**src/rtl/hbi_pkg.sv**
```systemverilog
package hbi_pkg;

  // Output phase pending in the controller.
  typedef enum logic [1:0] {
    PH_IDLE = 2'd0,
    PH_EVEN = 2'd1,
    PH_ODD  = 2'd2
  } hbi_phase_e;

  // Depth of the sample history seen by the even-phase branch.
  localparam int HBI_HIST = 4;

  // Width of the full-precision even-phase sum.
  function automatic int hbi_acc_width(input int dw, input int cw);
    return dw + cw + 2;
  endfunction

endpackage

```
**src/rtl/hbi_phase_ctrl.sv**
```systemverilog
module hbi_phase_ctrl
  import hbi_pkg::*;
(
  input  logic clk,
  input  logic rst_n,
  input  logic in_valid_i,
  output logic in_ready_o,
  output logic accept_o,
  output logic emit_even_o,
  output logic emit_odd_o
);

  hbi_phase_e phase_q;
  hbi_phase_e phase_d;

  // An accepted sample makes the even phase pending; the odd phase follows
  // unconditionally. A new sample may be taken on the odd-phase edge.
  assign in_ready_o  = (phase_q != PH_EVEN);
  assign accept_o    = in_valid_i && in_ready_o;
  assign emit_even_o = (phase_q == PH_EVEN);
  assign emit_odd_o  = (phase_q == PH_ODD);

  always_comb begin
    if (accept_o) begin
      phase_d = PH_EVEN;
    end else if (phase_q == PH_EVEN) begin
      phase_d = PH_ODD;
    end else begin
      phase_d = PH_IDLE;
    end
  end

  always_ff @(posedge clk or negedge rst_n) begin
    if (!rst_n) begin
      phase_q <= PH_IDLE;
    end else begin
      phase_q <= phase_d;
    end
  end

endmodule

```
**src/rtl/hbi_tap_line.sv**
```systemverilog
module hbi_tap_line #(
  parameter int DW   = 16,
  parameter int TAPS = 4
) (
  input  logic                 clk,
  input  logic                 rst_n,
  input  logic                 shift_i,
  input  logic signed [DW-1:0] din_i,
  output logic signed [DW-1:0] taps_o [TAPS]
);

  // Element 0 holds the newest sample.
  for (genvar g = 0; g < TAPS; g++) begin : g_stage
    logic signed [DW-1:0] stage_q;

    if (g == 0) begin : g_head
      always_ff @(posedge clk or negedge rst_n) begin
        if (!rst_n) begin
          stage_q <= '0;
        end else if (shift_i) begin
          stage_q <= din_i;
        end
      end
    end else begin : g_body
      always_ff @(posedge clk or negedge rst_n) begin
        if (!rst_n) begin
          stage_q <= '0;
        end else if (shift_i) begin
          stage_q <= g_stage[g-1].stage_q;
        end
      end
    end

    assign taps_o[g] = stage_q;
  end

endmodule

```
**src/rtl/hbi_branch_even.sv**
```systemverilog
module hbi_branch_even #(
  parameter int DW      = 16,
  parameter int CW      = 18,
  parameter int C_OUTER = -4096,
  parameter int C_INNER = 36864,
  localparam int PW     = DW + 1,
  localparam int MW     = PW + CW,
  localparam int AW     = MW + 1
) (
  input  logic signed [DW-1:0] taps_i [4],
  output logic signed [AW-1:0] acc_o
);

  localparam logic signed [CW-1:0] K_OUTER = CW'(C_OUTER);
  localparam logic signed [CW-1:0] K_INNER = CW'(C_INNER);

  logic signed [PW-1:0] pre_outer;
  logic signed [PW-1:0] pre_inner;
  logic signed [MW-1:0] prod_outer;
  logic signed [MW-1:0] prod_inner;

  // Mirror taps share one coefficient, so they are added before the multiply.
  assign pre_outer  = PW'(taps_i[0]) + PW'(taps_i[3]);
  assign pre_inner  = PW'(taps_i[1]) + PW'(taps_i[2]);
  assign prod_outer = MW'(pre_outer) * MW'(K_OUTER);
  assign prod_inner = MW'(pre_inner) * MW'(K_INNER);
  assign acc_o      = AW'(prod_outer) + AW'(prod_inner);

endmodule

```
**src/rtl/hbi_round_sat.sv**
```systemverilog
module hbi_round_sat #(
  parameter int IN_W  = 36,
  parameter int OUT_W = 16,
  parameter int FRAC  = 16
) (
  input  logic signed [IN_W-1:0]  acc_i,
  output logic signed [OUT_W-1:0] res_o
);

  localparam int SW = IN_W + 1;
  localparam logic signed [SW-1:0] HALF = SW'(1) << (FRAC - 1);
  localparam logic signed [SW-1:0] MAXV = SW'((2 ** (OUT_W - 1)) - 1);
  localparam logic signed [SW-1:0] MINV = ~MAXV;

  logic signed [SW-1:0] biased;
  logic signed [SW-1:0] scaled;

  // Add half an LSB, then floor: ties go toward plus infinity.
  assign biased = SW'(acc_i) + HALF;
  assign scaled = biased >>> FRAC;

  always_comb begin
    if (scaled > MAXV) begin
      res_o = MAXV[OUT_W-1:0];
    end else if (scaled < MINV) begin
      res_o = MINV[OUT_W-1:0];
    end else begin
      res_o = scaled[OUT_W-1:0];
    end
  end

endmodule

```
**src/rtl/hbi_interp2.sv**
```systemverilog
module hbi_interp2
  import hbi_pkg::*;
#(
  parameter int DW      = 16,
  parameter int CW      = 18,
  parameter int FRAC    = 16,
  parameter int C_OUTER = -4096,
  parameter int C_INNER = 36864
) (
  input  logic          clk,
  input  logic          rst_n,
  input  logic          in_valid,
  output logic          in_ready,
  input  logic [DW-1:0] in_data,
  output logic          out_valid,
  output logic [DW-1:0] out_data
);

  localparam int AW = hbi_acc_width(DW, CW);

  logic                 accept;
  logic                 emit_even;
  logic                 emit_odd;
  logic signed [DW-1:0] hist [HBI_HIST];
  logic signed [AW-1:0] even_acc;
  logic signed [DW-1:0] even_res;
  logic                 out_valid_q;
  logic [DW-1:0]        out_data_q;

  hbi_phase_ctrl u_ctrl (
    .clk         (clk),
    .rst_n       (rst_n),
    .in_valid_i  (in_valid),
    .in_ready_o  (in_ready),
    .accept_o    (accept),
    .emit_even_o (emit_even),
    .emit_odd_o  (emit_odd)
  );

  hbi_tap_line #(
    .DW   (DW),
    .TAPS (HBI_HIST)
  ) u_line (
    .clk     (clk),
    .rst_n   (rst_n),
    .shift_i (accept),
    .din_i   ($signed(in_data)),
    .taps_o  (hist)
  );

  hbi_branch_even #(
    .DW      (DW),
    .CW      (CW),
    .C_OUTER (C_OUTER),
    .C_INNER (C_INNER)
  ) u_even (
    .taps_i (hist),
    .acc_o  (even_acc)
  );

  hbi_round_sat #(
    .IN_W  (AW),
    .OUT_W (DW),
    .FRAC  (FRAC)
  ) u_rs (
    .acc_i (even_acc),
    .res_o (even_res)
  );

  // The odd phase is the doubled centre tap (1.0), so it is a plain read of
  // the second-newest history entry.
  always_ff @(posedge clk or negedge rst_n) begin
    if (!rst_n) begin
      out_valid_q <= 1'b0;
      out_data_q  <= '0;
    end else if (emit_even) begin
      out_valid_q <= 1'b1;
      out_data_q  <= even_res;
    end else if (emit_odd) begin
      out_valid_q <= 1'b1;
      out_data_q  <= hist[1];
    end else begin
      out_valid_q <= 1'b0;
    end
  end

  assign out_valid = out_valid_q;
  assign out_data  = out_data_q;

endmodule

```
**config.mk**
```make
export PLATFORM = sky130hd
export DESIGN_NAME = hbi_interp2
export DESIGN_NICKNAME = d
export VERILOG_FILES = /design/src/rtl/hbi_pkg.sv /design/src/rtl/hbi_phase_ctrl.sv /design/src/rtl/hbi_tap_line.sv /design/src/rtl/hbi_branch_even.sv /design/src/rtl/hbi_round_sat.sv /design/src/rtl/hbi_interp2.sv
export SDC_FILE = /design/constraint.sdc
export NUM_CORES = 1
export LEC_CHECK = 0
export ABC_CLOCK_PERIOD_IN_PS = 6850
export BUFFER_PORTS_ARGS = -buffer_cell sky130_fd_sc_hd__buf_4
export CORE_ASPECT_RATIO = 1.5
export CORE_MARGIN = 1.5
export CORE_UTILIZATION = 57
export DETAILED_ROUTE_END_ITERATION = 8
export GPL_TIMING_DRIVEN = 1
export PLACE_DENSITY_LB_ADDON = 0.05
export SKIP_LAST_GASP = 1
export SYNTH_ARGS = -nofsm -noshare
export SYNTH_HDL_FRONTEND = slang
export SYNTH_SLANG_ARGS = --single-unit
```
**constraint.sdc**
```tcl
create_clock -name clk -period 6.85 [get_ports clk]
set_input_delay 1.37 -clock clk [delete_from_list [all_inputs] [get_ports clk]]
set_output_delay 1.37 -clock clk [all_outputs]
set_load 0.02 [all_outputs]
```
; ---- After elaboration in Yosys (flattened, before gate mapping)
; Cells that the tools add are included.
; W data, S select, Z words.
[totals]
register_bits = 83
inputBits = 19
elab_cells = 28
[classes]
eq_ne = 3
magnitude_cmp = 2
add_sub_neg = 5
mul = 1
reduce_logical = 2
muxes = 8
[ops]
columns = op, count
row1 = $mux W16, 4
row2 = $add A36 B17 Y37 const B, 1
row3 = $add A35 B34 Y36, 1
row4 = $add A16 B16 Y17, 2
row5 = $neg A17 Y23, 1
row6 = $mul A17 B5 Y22 const B, 1
row7 = $gt A21 B16 Y1 const B, 1
row8 = $lt A21 B16 Y1 const B, 1
row9 = $mux W2, 2
row10 = $eq A2 B1 Y1 const B, 1
row11 = $eq A2 B2 Y1 const B, 1
row12 = $mux W1, 2
row13 = $ne A2 B1 Y1 const B, 1
row14 = $reduce_bool A2 Y1, 1
row15 = $logic_and A1 B1 Y1, 1

; ---- Logic depth before layout (Yosys ltp)
; Gate-level depths: netlist of the first run.
[depth]
ltp_word = 8
mapped_depth = 32
ltp_nobuf = 31

; ---- Cells and area by module
; A second synthesis of the first run with hierarchy kept.
[hier_totals]
cells_unflattened = 831
hier_area_um2 = 8064.0
[by_module_without_submodules]
columns = module, cells_per_inst, seq_area_each_um2, area_per_inst_um2, instances
row1 = hbi_branch_even, 528, 0.0, 3946.3, 1
row2 = hbi_tap_line, 135, 1601.5, 2678.8, 1
row3 = hbi_interp2, 71, 425.4, 777.0, 1
row4 = hbi_round_sat, 91, 0.0, 579.3, 1
row5 = hbi_phase_ctrl, 6, 50.0, 82.6, 1

; ---- Least setup slack after synthesis of the first run
; No wires, ideal clock.
[synth_timing]
path_type = register to register
startpoint = register u_line.g_stage[1].stage_q[0]
endpoint = register out_data_q[14] (netlist: out_data[14])
n_path_buf = 1
synth_period_minus_slack_ps = 6440
t_arrival_ps = 6309
setup_slack_ps = 410
path_stages_with_launch = 32
setup_ps = 132
cell_sequence = dfrtp_1 ha_1 inv_1 fa_1 nor2b_1 o21a_1 o21ai_1 a21oi_1 a211oi_1 or3_1 o21bai_1 a211oi_1 nor2_1 ha_1 ha_1 or3_1 o31ai_1 o21ai_1 o21a_1 o21a_1 xnor2_1 ha_1 ha_1 xor2_1 nor3_1 a31oi_1 or2_2 mux2i_1 nand3_1 a31oi_4 buf_6 o221ai_2
[synth_via]
elab_chain_len = 8
word_cells_on_any_way = 9
cone_classes = 3 x add/sub / 1 x mul / 2 x order compare / 3 x mux
[synth_lines]
columns = element, line_no
row1 = start: declaration, hbi_tap_line.sv:14  ; logic signed [DW-1:0] stage_q;
row2 = start signal: assignment, hbi_tap_line.sv:29  ; stage_q <= g_stage[g-1].stage_q;
row3 = $add A16 B16 Y17 *, hbi_branch_even.sv:24  ; assign pre_inner = PW'(taps_i[1]) + PW'(taps_i[2]);
row4 = $mul A17 B5 Y22 *, hbi_branch_even.sv:26  ; assign prod_inner = MW'(pre_inner) * MW'(K_INNER);
row5 = $add A35 B34 Y36 *, hbi_branch_even.sv:27  ; assign acc_o = AW'(prod_outer) + AW'(prod_inner);
row6 = $add A36 B17 Y37 *, hbi_round_sat.sv:19  ; assign biased = SW'(acc_i) + HALF;
row7 = $lt A21 B16 Y1, hbi_round_sat.sv:25  ; end else if (scaled < MINV) begin
row8 = $mux W16, hbi_round_sat.sv:25
row9 = $mux W16 *, hbi_round_sat.sv:23  ; if (scaled > MAXV) begin
row10 = $mux W16 *, hbi_interp2.sv:76  ; end else if (emit_even) begin
row11 = end signal: assignment, hbi_interp2.sv:78  ; out_data_q <= even_res;
row12 = end signal: assignment, hbi_interp2.sv:81  ; out_data_q <= hist[1];
row13 = end: declaration, hbi_interp2.sv:28  ; logic [DW-1:0] out_data_q;
; Every way passes the cells marked *; elsewhere a longest branch is shown, timed or not.
; A chain may end at the register's enable or synchronous reset.

; ---- Worst setup path after layout of the first run
[layout_timing]
startpoint = register u_line.g_stage[1].stage_q[0]
endpoint = register out_data_q[1] (netlist: out_data[1])
; The elaborated chain is that of the path after synthesis.

==> run metrics, run 1 <==
status=completed; die area=13,100 µm²; Max-slew headroom=0.274; slowest CP cell=dfrtp_1; H-tree Lvls=3; IO buf count=36; Final Hold Viols=0; max-cap violations=0; drt drc=0; Die Span Y=140 µm; Max FO, Critical Path=8; I/O Pins=37; critical path launch point type=flip-flop; Yosys cell types=55; Root Buffer=clkbuf_16; fin. max-slew vios=0; Via density=slightly below 6; row count=49; area added between synthesis and finish=13.5%; Tmin final=approximately 6.6 ns; layout cells sized above 1=0.187; Post-Synthesis Cells=770; GRT overflow=0; most common cell after layout, fill and taps aside=ha_1; Avg Cell Area, Syn=9.22 µm²; Worst-Margin Slew=approximately 1.1 ns; # setup viols final=0; period utilisation layout=0.959; Post-DRT Antenna Nets=0; Post-Layout Cell Count=970; Crit Path Category=reg2reg; Initial DRT Pass Iterations=4; number of synthesized register bits=between 80 and 90; core footprint=12,100 µm²; GRT Util Overall=0.252; Setup crit end kind=flip-flop; Max Buffers Root-to-Sink=2; Crit path top cell by count=ha_1; clk_skew=0.00848 ns; Final GP Congestion=0.882; FMAX=0.152 GHz; Skew-Pair Late Insertion Delay=0.34 ns; mean routed wirelength per cell=16.7 µm; fin nets=~960; Placed Area=between 7000 and 8000 µm²; Post-synth top flop=dfrtp_1; syn nets=916; final wirelength=16,200 µm; # diodes=0; Mapped Area=7100 µm²; CTS tree=done; placed cell count=945; initial antenna violation count=0; Hold Path Class=reg2reg; Initial Util=0.588; register area=2080 µm²; register area share after synthesis=0.293; crit path DAT=6.78 ns; Post-synth ARST share=1.00; Finished Cell Area=8060 µm²; largest net degree at the start of global routing=98; Req. time, crit path=7.06 ns; TritonCTS buffer count=9; total number of vias=5,683; vias in the first global route=5,608; Hold-fix buffers, CTS=0; Multi-input gate area=slightly below 5000 µm²; Clock Sink Count=83; 1st-iter DRT viols=about 150; clock-pin transition on the worst setup and hold timing paths=0.07 ns; die width=approximately 94 µm; synth warn=0; most frequent cells in the layout=ha_1, dfrtp_1, nand2_1; Slowest Stage Delay on Critical Path=0.41 ns; first-pass GRT wire length=25,800 µm; Filler Cells Inserted=1,001; Post-synth EDFFs=0; DP HPWL=roughly 12,000 µm
## layout make-up
cell class | count | share of cell area
well taps | 153 | 0.0238
flip-flops and latches | 83 | 0.258
repair buffers | 50 | 0.0503
clock inverters | 6 | 0.00606
multi-input cells | 608 | 0.606
clock buffers | 10 | 0.0284
inverters | 60 | 0.0280
## routing by layer
metal  global-route usage  routed length, µm  vias up
met1                0.266               6300     2743
met4                0.120                708        0
met5                    0                  0        -
li1                     -                  -     2825
met3               0.0317                224       37
met2                0.480               8940       78
## registers in the layout (all words and copies together), names as in the netlist
signal / count
out_data: 16
out_valid: 1
u_ctrl.phase_q: 2
u_line.g_stage.stage_q: 64
## cell usage after synthesis, types with 16 or more instances
library cell | instances | share of area
a21oi_1 | 43 | 0.030
clkbuf_1 | 17 | 0.0090
dfrtp_1 | 83 | 0.29
ha_1 | 124 | 0.22
inv_1 | 60 | 0.032
mux2_2 | 32 | 0.051
nand2_1 | 75 | 0.040
nor2_1 | 39 | 0.021
nor3_1 | 16 | 0.011
o21ai_0 | 73 | 0.051
xnor2_1 | 34 | 0.042
## what timing repair did
action,4_1_cts,5_1_grt
endpoints found under the setup margin,15,16
cloned,0,1
pin swaps,0,19
setup buffers,0,8
gates resized for setup,7,20
## worst paths after layout
path / from / end / slack, ns / cells after the start
min in group asynchronous: rst_n / out_data[14] / 1.18 / 1
max reg2reg: u_line.g_stage[1].stage_q[0] / out_data[1] / 0.28 / 32
min reg2reg: out_data[15] / out_data[15] / 0.49 / 1
min: out_data[15] / out_data[15] / 0.49 / 1
max in group asynchronous: rst_n / u_line.g_stage[1].stage_q[15] / 4.91 / 1
max: u_line.g_stage[1].stage_q[0] / out_data[1] / 0.28 / 32
## cell families after synthesis
group | Yosys count | synth area share
DFF | 83 | 0.293
and+or+nand+nor | 200 | 0.137
AOI/OAI and AO/OA | 200 | 0.188
adders and majority gates | 127 | 0.227
xor gates and xnor gates | 47 | 0.0580
muxes | 34 | 0.0536
buffers and inverters | 79 | 0.0430
## worst max-delay path: cells and delay by family, from the launching register on
family	cells	cell delay [ns]
compound gates	14	2.57
fa+ha+maj	6	1.58
simple gates	5	0.81
xor+xnor	3	0.51
flops	1	0.41
buf+inv	3	0.40
mux	1	0.16
## stage by stage
step / TNS [ns] / utilization / hold slack [ns] / worst slack [ns]
after floorplan: 0 / - / 0.471 / 0.410
after global placement: -0.115 / 0.624 / 0.464 / -0.0256
after detailed placement: -2.97 / 0.624 / 0.470 / -0.241
after CTS: 0 / 0.650 / 0.486 / 0.0309
after global routing: -0.994 / 0.667 / 0.500 / -0.0946
final: 0 / 0.667 / 0.493 / 0.278
Power of run 1 is not shown: default switching activity piles up to over one toggle a cycle in this logic, so the estimate is an artifact.
==> run 2: changes to the inputs <==
- CORE_ASPECT_RATIO: 1.5 -> 0.6
- CTS_CLUSTER_DIAMETER: unset -> 200
- MAX_ROUTING_LAYER: unset -> met4
==> run 2 against run 1 <==
First-iteration DRC count up 96%. Highest routed layer unchanged. Sequential cell count unchanged. Hold slack worse by 0.011 ns. Non-clock buffer count up 7. Final area up 1.3%. Largest cell class unchanged. Count of clock-buffer cells in the layout unchanged. Cell count up 2.0%. Routed wire length up 7.0%.
==> run metrics, run 2 (same netlist as run 1, synthesis figures left out) <==
Clock Sink Count=83 (unchanged); status=completed (unchanged); placed cell count=958 (was 945); CTS tree=done (unchanged); max-cap violations=0 (unchanged); Slowest Stage Delay on Critical Path=0.40 ns (was 0.41 ns); Reg2Reg Launch Point=u_line.g_stage[1].stage_q[0] (unchanged); clk_skew=0.0106 ns (was 0.00848 ns); Crit path max-delay family=compound AO/OA/AOI/OAI gates (unchanged); most common cell after layout, fill and taps aside=ha_1 (unchanged); 1st-iter DRT viols=286 (was 146); Max-slew headroom=0.296 (was 0.274); Initial Util=0.587 (was 0.588); TritonCTS buffer count=9 (unchanged); core footprint=12,100 µm² (about the same); Req. time, crit path=7.06 ns (about the same); Worst-Margin Slew=1.06 ns (was 1.09 ns); most frequent cells in the layout=ha_1, dfrtp_1, nand2_1 (unchanged); H-tree Lvls=3 (unchanged); final wirelength=17,300 µm (was 16,200 µm); drt drc=0 (unchanged); Tmin final=6.52 ns (was 6.57 ns); first-pass GRT wire length=27,600 µm (was 25,800 µm); FMAX=0.153 GHz (was 0.152 GHz); Skew-Pair Late Insertion Delay=0.34 ns (about the same); row count=31 (was 49); Most flops, register=u_line.g_stage.stage_q (unchanged); largest net degree at the start of global routing=98 (unchanged); Max FO, Critical Path=7 (was 8); crit path DAT=6.73 ns (was 6.78 ns); Final GP Congestion=0.867 (was 0.882); Initial DRT Pass Iterations=5 (was 4); Die Span Y=89.4 µm (was 140 µm); area added between synthesis and finish=15.0% (was 13.5%); Setup crit end kind=flip-flop (unchanged); critical path launch point type=flip-flop (unchanged); IO buf count=36 (unchanged); Post-DRT Antenna Nets=0 (unchanged); Crit path top cell by count=ha_1 (unchanged); clock-pin transition on the worst setup and hold timing paths=0.07 ns (about the same); fin. max-slew vios=0 (unchanged); I/O Pins=37 (unchanged); initial antenna violation count=0 (unchanged); Hold Path Class=reg2reg (unchanged); GRT Util Overall=0.279 (was 0.252); die width=147 µm (was 94.1 µm); WHS=0.482 ns (was 0.493 ns); period utilisation layout=0.952 (was 0.959); Post-Layout Cell Count=989 (was 970); # diodes=0 (unchanged); vias in the first global route=5,337 (was 5,608); GRT overflow=0 (unchanged); mean routed wirelength per cell=17.5 µm (was 16.7 µm); Crit Path Category=reg2reg (unchanged); total number of vias=5,725 (was 5,683); slowest CP cell=dfrtp_1 (unchanged); Max Buffers Root-to-Sink=2 (unchanged); Min-Delay Startpoint=out_data[15] (unchanged); Root Buffer=clkbuf_16 (unchanged); fin nets=965 (was 958); layout cells sized above 1=0.203 (was 0.187); Bufs and invs on worst path=4 (was 3); DP HPWL=12,700 µm (was 12,300 µm); die area=13,200 µm² (was 13,100 µm²); Via density=5.79 (was 5.86); Largest register FFs=64 (unchanged); # setup viols final=0 (unchanged); Final Hold Viols=0 (unchanged); CP startpoint=u_line.g_stage[1].stage_q[0] (unchanged)
## run 2: cell count changes in the layout (fill, tap and decap cells not counted), sizes merged
cell  previous run  this run
buf             49        56
## run 2: layer usage
layer | routed length (µm) | up-vias | global-route usage
li1 | - | 2849 | -
met5 | 0 | - | -
met1 | 9500 | 2711 | 0.439
met2 | 6680 | 155 | 0.370
met4 | 86 | 0 | 0.0418
met3 | 1030 | 10 | 0.0439
## run 2: area by class of cell
| type | count | area (µm²) |
|---|---|---|
| Timing Repair Buffer | 57 | 458 |
| Fill cell | 983 | 3940 |
| Clock buffer | 10 | 229 |
| Multi-Input combinational cell | 608 | 4920 |
| Sequential cell | 83 | 2080 |
| Inverter | 60 | 225 |
| Tap cell | 165 | 206 |
| Clock inverter | 6 | 48.8 |
## run 2: path summary, 6_finish.rpt
| path | end | slack (ns) | depth (start not counted) |
|---|---|---|---|
| worst min-delay path | out_data[15] | 0.48 | 1 |
| worst max-delay path | out_data[4] | 0.33 | 32 |
| worst min register to register | out_data[15] | 0.48 | 1 |
| max in group asynchronous | u_line.g_stage[3].stage_q[7] | 4.95 | 1 |
| min in group asynchronous | out_data[14] | 1.21 | 1 |
| worst max register to register | out_data[4] | 0.33 | 32 |
## run 2: per-stage QoR
step | cell area, µm² | TNS (ns) | setup WS (ns) | util
global route | 8160 | -0.645 | -0.0666 | 0.674
detailed placement | 7560 | -1.57 | -0.157 | 0.625
CTS | 7860 | 0 | 0.0633 | 0.649
global placement | 7560 | 0 | 0.140 | 0.625
finish | 8160 | 0 | 0.329 | 0.674
floorplan | 7100 | 0 | 0.410 | -
## run 2: timing repair
| item | 4_1_cts | 5_1_grt |
|---|---|---|
| gates cloned | 0 | 1 |
| buffers inserted | 0 | 14 |
| hold buffers | 0 | 0 |
| setup endpoints to repair | 15 | 16 |
| pin swaps | 0 | 30 |
| gates resized for setup | 3 | 34 |
Power of run 2 is left out for the same reason.
